## src/rtl/irq_level_sel_pkg.sv

```systemverilog
package irq_level_sel_pkg;
  // Outputs registered by the selector
  typedef struct packed {
    logic       req;
    logic [8:0] tt;
  } sel_state_t;
endpackage

```

## src/rtl/irq_pend_merge.sv

```systemverilog
module irq_pend_merge #(
  parameter int NLVL    = 15,
  parameter int TMR_LVL = 14
) (
  input  logic [NLVL:1]   ext_lvl,
  input  logic [NLVL+1:0] sw_int,
  output logic [NLVL:1]   pend
);
  logic tmr_hit;
  assign tmr_hit = sw_int[0] | sw_int[NLVL+1];

  for (genvar i = 1; i <= NLVL; i++) begin : g_bit
    if (i == TMR_LVL) begin : g_tmr
      assign pend[i] = ext_lvl[i] | sw_int[i] | tmr_hit;
    end else begin : g_plain
      assign pend[i] = ext_lvl[i] | sw_int[i];
    end
  end
endmodule

```

## src/rtl/irq_prio_pick.sv

```systemverilog
module irq_prio_pick #(
  parameter int NLVL = 15,
  parameter int LW   = $clog2(NLVL + 1)
) (
  input  logic [NLVL:1] pend,
  input  logic [LW-1:0] pri,
  output logic          hit,
  output logic [LW-1:0] lvl
);
  always_comb begin
    hit = 1'b0;
    lvl = '0;
    for (int i = 1; i <= NLVL; i++) begin
      if (pend[i] && (i > int'(pri))) begin
        hit = 1'b1;
        lvl = LW'(i);
      end
    end
  end
endmodule

```

## src/rtl/irq_level_sel.sv

```systemverilog
module irq_level_sel #(
  parameter int         NLVL    = 15,
  parameter int         TMR_LVL = 14,
  parameter int         TTW     = 9,
  parameter logic [8:0] TT_BASE = 9'h040,
  parameter int         TLW     = 3
) (
  input  logic                 clk,
  input  logic                 rst_n,
  input  logic [NLVL:1]        ext_lvl,
  input  logic [NLVL+1:0]      sw_int,
  input  logic [$clog2(NLVL+1)-1:0] cur_pri,
  input  logic                 glb_ie,
  input  logic [TLW-1:0]       trap_lvl,
  input  logic [TTW-1:0]       act_tt,
  input  logic                 vec_busy,
  output logic                 irq_req,
  output logic [TTW-1:0]       irq_tt
);
  import irq_level_sel_pkg::*;

  localparam int LW = $clog2(NLVL + 1);

  logic [NLVL:1] pend;
  logic          hit;
  logic [LW-1:0] lvl;
  logic [TTW-1:0] cand;
  logic          blk;
  logic          upd_en;
  sel_state_t    st_q, st_d;

  irq_pend_merge #(.NLVL(NLVL), .TMR_LVL(TMR_LVL)) u_merge (
    .ext_lvl (ext_lvl),
    .sw_int  (sw_int),
    .pend    (pend)
  );

  irq_prio_pick #(.NLVL(NLVL), .LW(LW)) u_pick (
    .pend (pend),
    .pri  (cur_pri),
    .hit  (hit),
    .lvl  (lvl)
  );

  assign cand = TT_BASE | TTW'(lvl);
  assign blk  = (trap_lvl != '0) &&
                (act_tt[TTW-1:LW] == TT_BASE[TTW-1:LW]) &&
                (act_tt > cand);
  assign upd_en = !vec_busy;

  // Next-state selection
  always_comb begin
    st_d = st_q;
    if (!hit || !glb_ie) begin
      st_d.req = 1'b0;
      st_d.tt  = '0;
    end else if (!blk && (cand != st_q.tt)) begin
      st_d.req = 1'b1;
      st_d.tt  = cand;
    end
  end

  // State register
  always_ff @(posedge clk or negedge rst_n) begin
    if (!rst_n) begin
      st_q <= '0;
    end else if (upd_en) begin
      st_q <= st_d;
    end
  end

  assign irq_req = st_q.req;
  assign irq_tt  = st_q.tt;


  vec_hold_chk: assert property (@(posedge clk) disable iff (!rst_n)
    vec_busy |=> ($stable(irq_req) && $stable(irq_tt)));


  none_clear_chk: assert property (@(posedge clk) disable iff (!rst_n)
    (!vec_busy && !hit) |=> (!irq_req && irq_tt == '0));


  ie_clear_chk: assert property (@(posedge clk) disable iff (!rst_n)
    (!vec_busy && !glb_ie) |=> (!irq_req && irq_tt == '0));


  nest_hold_chk: assert property (@(posedge clk) disable iff (!rst_n)
    (!vec_busy && hit && glb_ie && blk) |=> ($stable(irq_req) && $stable(irq_tt)));


  tt_form_chk: assert property (@(posedge clk) disable iff (!rst_n)
    irq_req |-> (irq_tt[TTW-1:LW] == TT_BASE[TTW-1:LW] && irq_tt[LW-1:0] != '0));


  idle_zero_chk: assert property (@(posedge clk) disable iff (!rst_n)
    !irq_req |-> (irq_tt == '0));
endmodule

```

## config.mk

```make
export PLATFORM = sky130hd
export DESIGN_NAME = irq_level_sel
export DESIGN_NICKNAME = d
export VERILOG_FILES = /design/src/rtl/irq_level_sel_pkg.sv /design/src/rtl/irq_pend_merge.sv /design/src/rtl/irq_prio_pick.sv /design/src/rtl/irq_level_sel.sv
export SDC_FILE = /design/constraint.sdc
export NUM_CORES = 1
export LEC_CHECK = 0
export ABC_CLOCK_PERIOD_IN_PS = 2900
export BUFFER_PORTS_ARGS = -buffer_cell sky130_fd_sc_hd__buf_4
export CAP_MARGIN = 25
export CELL_PAD_IN_SITES_DETAIL_PLACEMENT = 1
export CELL_PAD_IN_SITES_GLOBAL_PLACEMENT = 2
export CORE_MARGIN = 10
export CORE_UTILIZATION = 22
export DETAILED_ROUTE_END_ITERATION = 7
export PLACE_DENSITY = 0.87
export SLEW_MARGIN = 15
export SYNTH_ARGS = -nofsm -noshare
export SYNTH_HDL_FRONTEND = slang
export SYNTH_SLANG_ARGS = --single-unit
```

## constraint.sdc

```tcl
create_clock -name clk -period 2.9 [get_ports clk]
set_clock_uncertainty 0.05 [all_clocks]
set_input_delay 0.58 -clock clk [delete_from_list [all_inputs] [get_ports clk]]
set_output_delay 0.58 -clock clk [all_outputs]
set_load 0.01 [all_outputs]
```

==> flow_summary.rst <==
.. list-table::
   :header-rows: 1

   * - Metric
     - Value
   * - Die X-Extent
     - 89.8 µm
   * - Antenna violations before repair
     - 0
   * - Instance count of the mapped netlist
     - 142
   * - Combined global-route utilization of all metal layers
     - 0.118
   * - Setup CP Type
     - in2reg
   * - Unrepaired setup endpoints after global routing
     - true
   * - Layout Utilization
     - 0.432
   * - Wire length on met2
     - 2.51 mm
   * - Initial Utilization
     - 0.227
   * - Worst setup slack before clock tree synthesis
     - -0.423 ns
   * - WL per Instance
     - 16.0 µm
   * - Leakage power
     - 0.908 nW
   * - Total of warnings raised by yosys
     - 0
   * - Number of detailed-route iterations in the first pass
     - 4
   * - Worst setup SP type
     - input port
   * - Inserted Diodes
     - 0
   * - Tightest Pin Transition
     - 0.502 ns
   * - Share of synthesized area spent on multiplexers
     - 0.0502
   * - Max frequency
     - 330 MHz
   * - Placement Rows
     - 25
   * - Adder-Cell Fraction of Synth Area
     - 0.0467
   * - Setup total negative slack
     - -0.591 ns
   * - Worst r2r path cells
     - 6
   * - Status
     - complete, but fails checks
   * - Flip-flop count of the largest register, all copies and words added
     - 5
   * - Count of distinct cell types in the synthesized netlist
     - 58
   * - Uppermost metal layer occupied by signal nets
     - met4
   * - Wire length of the first global-routing pass
     - 8.27 mm
   * - Non-Filler Cell Area, Final
     - 0.00204 mm²
   * - Insertion delay of the later-clocked pin in the worst-skew pair
     - 0.23 ns
   * - Setup violators final
     - 5
   * - Final period demand of the worst path
     - 3.03 ns
   * - Share of final-layout standard cells stronger than drive strength 1
     - 0.549
   * - DPL Wire Length
     - 4.13 mm
   * - Vias in the first global route
     - 1691
   * - Master cell of the clock root buffer
     - sky130_fd_sc_hd__clkbuf_8
   * - Synth top area share
     - 0.117
   * - Via/cell ratio
     - 5.02
   * - Cell Count Post-Placement
     - 298
   * - Post-synthesis share of cell area spent on and, or, nand and nor gates
     - 0.246
   * - Most common flop cell mapped by yosys
     - sky130_fd_sc_hd__dfrtp_1
   * - Final RePlAce weighted congestion
     - 0.779
   * - Sort of element at the end of the critical path
     - flop
   * - Share of the synthesized area in compound gates (AO/OA/AOI/OAI)
     - 0.450
   * - Required time of the critical path
     - 2.95 ns
   * - Drc violations
     - 0
   * - Peak ir drop on the vdd network
     - 0.000139 V
   * - Post-synthesis register bit count
     - 5
   * - Via count
     - 1515
   * - Final Hold Viols
     - 0
   * - Mean area per synthesized cell
     - 7.54 µm²
   * - Number of port buffers
     - 57
   * - Total clock buffers created by CTS
     - 3
   * - Number of buffers on the longest clock path
     - 2
   * - Leading cell types in the layout, fill and taps excluded
     - 93 x sky130_fd_sc_hd__buf_4, 12 x sky130_fd_sc_hd__nor2_1, 7 x sky130_fd_sc_hd__a21oi_1, 6 x sky130_fd_sc_hd__inv_1, 5 x sky130_fd_sc_hd__dfrtp_1
   * - Worst hold path type
     - in2async
   * - Placeable Area
     - 0.00472 mm²
   * - Clock H-tree levels
     - 1
   * - Post-CTS clock slew at the launch and capture registers of the worst setup and hold paths
     - 0.04 ns
   * - Die height
     - 89.8 µm
   * - Number of flops mapped to enable cells by yosys
     - 0
   * - Violated checks
     - negative setup slack
   * - Cell Count, Final, Fillers Out
     - 302
   * - Xor and xnor fraction of the mapped netlist area
     - 0
   * - R2R Setup Slk
     - 0.58 ns
   * - Proportion of register bits with asynchronous set or reset after synthesis
     - 1.00
   * - Most common library cell in the layout ignoring fill and taps
     - sky130_fd_sc_hd__buf_4
   * - Largest area contributor in the netlist
     - sky130_fd_sc_hd__dfrtp_1
   * - Critical-path maximum fanout
     - 6
   * - Count of hold buffers inserted by post-cts repair
     - 0
   * - I/O pin total
     - 62
   * - Sinks on Clock Net
     - 5
   * - Routed wire length
     - 4.84 mm
   * - Leading cell types by total area after synthesis
     - sky130_fd_sc_hd__dfrtp_1 12%, sky130_fd_sc_hd__a21oi_1 4.7%, sky130_fd_sc_hd__ha_1 4.7%, sky130_fd_sc_hd__nor2_1 4.6%, sky130_fd_sc_hd__buf_4 4.2%
   * - WL met3
     - 260 µm
   * - Buffers inserted by post-CTS timing repair
     - 0
   * - Area added between synthesis and finish
     - 90.5%
   * - Final clock period utilization by the worst path
     - 1.05
   * - Fraction of the yosys area taken by sequential cells
     - 0.117
   * - Pin count of the biggest net entering global routing
     - 11
   * - Remaining Overflow, GRT
     - 0
   * - Post-DRT Antenna Nets
     - 0
   * - Normalized max-slew margin
     - 0.657
   * - Number of violations reported at the end of detailed-routing iteration 0
     - 44
   * - Cell area after synthesis
     - 0.00107 mm²
   * - Die Footprint
     - 0.00806 mm²
   * - Largest family of logic cells by synthesized area
     - compound AO/OA/AOI/OAI gates
   * - Post-layout net count
     - 292
   * - TritonCTS clock tree
     - built
   * - Crit path DAT
     - 3.09 ns
   * - Setup ws final
     - -0.132 ns
   * - Total power divided by cell area
     - 254 mW/mm²
   * - Placed cell area
     - 0.00188 mm²
   * - Slew Limit Fails
     - 0
   * - Number of violations of the max-capacitance limit
     - 0
   * - Count of fill cells added during filler insertion
     - 582
   * - Post-Route M1 WL
     - 2.01 mm
[metal layers]
metal / up-vias / GRT usage
met4: 0 / 0.0391
li1: 746 / -
met5: - / 0
met3: 6 / 0.0183
met2: 46 / 0.207
met1: 717 / 0.143
[worst paths after layout]
path,endpoint,start
worst max-delay path,irq_tt[2],cur_pri[1]
worst min-delay path,irq_tt[1],rst_n
worst max register to register,irq_tt[2],irq_tt[3]
worst min register to register,irq_tt[6],irq_tt[6]
max in group asynchronous,irq_tt[2],rst_n
min in group clk,irq_tt[6],irq_tt[6]
[critical path, cell delays in order]
cell and delay, ns:
sky130_fd_sc_hd__buf_8 0.10, sky130_fd_sc_hd__a211o_1 0.33, sky130_fd_sc_hd__or2_1 0.27, sky130_fd_sc_hd__a221oi_4 0.30
sky130_fd_sc_hd__o21ai_2 0.11, sky130_fd_sc_hd__a21oi_2 0.14, sky130_fd_sc_hd__or2_4 0.14, sky130_fd_sc_hd__ha_4 0.11
sky130_fd_sc_hd__nor2b_1 0.03, sky130_fd_sc_hd__o21a_1 0.17, sky130_fd_sc_hd__o21ai_2 0.14, sky130_fd_sc_hd__a21oi_2 0.07
sky130_fd_sc_hd__a21oi_2 0.16, sky130_fd_sc_hd__o21ai_4 0.12, sky130_fd_sc_hd__mux2_4 0.31
[synthesized netlist by cell type (3+ instances only)]
library cell                instances
sky130_fd_sc_hd__or3_1              3
sky130_fd_sc_hd__buf_2              5
sky130_fd_sc_hd__and2_1             3
sky130_fd_sc_hd__dfrtp_1            5
sky130_fd_sc_hd__nor3_1             6
sky130_fd_sc_hd__nor2_1            13
sky130_fd_sc_hd__buf_4              6
sky130_fd_sc_hd__o22ai_1            4
sky130_fd_sc_hd__a21oi_1           10
sky130_fd_sc_hd__ha_1               4
sky130_fd_sc_hd__o211ai_1           3
sky130_fd_sc_hd__nand3_1            4
sky130_fd_sc_hd__o2111ai_1          3
sky130_fd_sc_hd__o21a_1             4
sky130_fd_sc_hd__inv_1              6
sky130_fd_sc_hd__o21bai_1           3
sky130_fd_sc_hd__mux2_1             3
sky130_fd_sc_hd__or2_2              3
sky130_fd_sc_hd__o21ai_0            6
[cells by family (layout without fill, tap and decap cells)]
group,after synthesis,after routing
flops,5,5
buf+inv,17,107
fa+ha+maj,4,4
simple gates,47,47
other cells,1,4
compound gates,63,63
mux,5,5
[stage by stage]
| step | hold WS, ns | total power, mW |
|---|---|---|
| floorplan | 0.234 | 0.222 |
| global placement | 0.333 | 0.356 |
| detailed placement | 0.336 | 0.363 |
| CTS | 0.0966 | 0.503 |
| global route | 0.100 | 0.558 |
| finish | 0.0989 | 0.518 |
[report_power, final]
| group | total (mW) | switching [mW] | internal (mW) |
|---|---|---|---|
| sequential | 0.0909 | 0.0123 | 0.0786 |
| combinational | 0.294 | 0.131 | 0.163 |
| clock | 0.133 | 0.0382 | 0.0947 |
| total | 0.518 | 0.182 | 0.336 |
[final cells by class]
class	instances	area, µm²	share of cell area
multi-input cells	123	1010	0.497
clock buffers	4	45.0	0.0221
inverters	6	22.5	0.0110
repair buffers	97	751	0.368
flip-flops and latches	5	125	0.0613
well taps	67	83.8	0.0411
[what timing repair did]
item	CTS	global route
setup endpoints to repair	5	5
pin swaps	10	10
resized for setup	8	15
No activity file was read; power rests on OpenSTA's default activity.
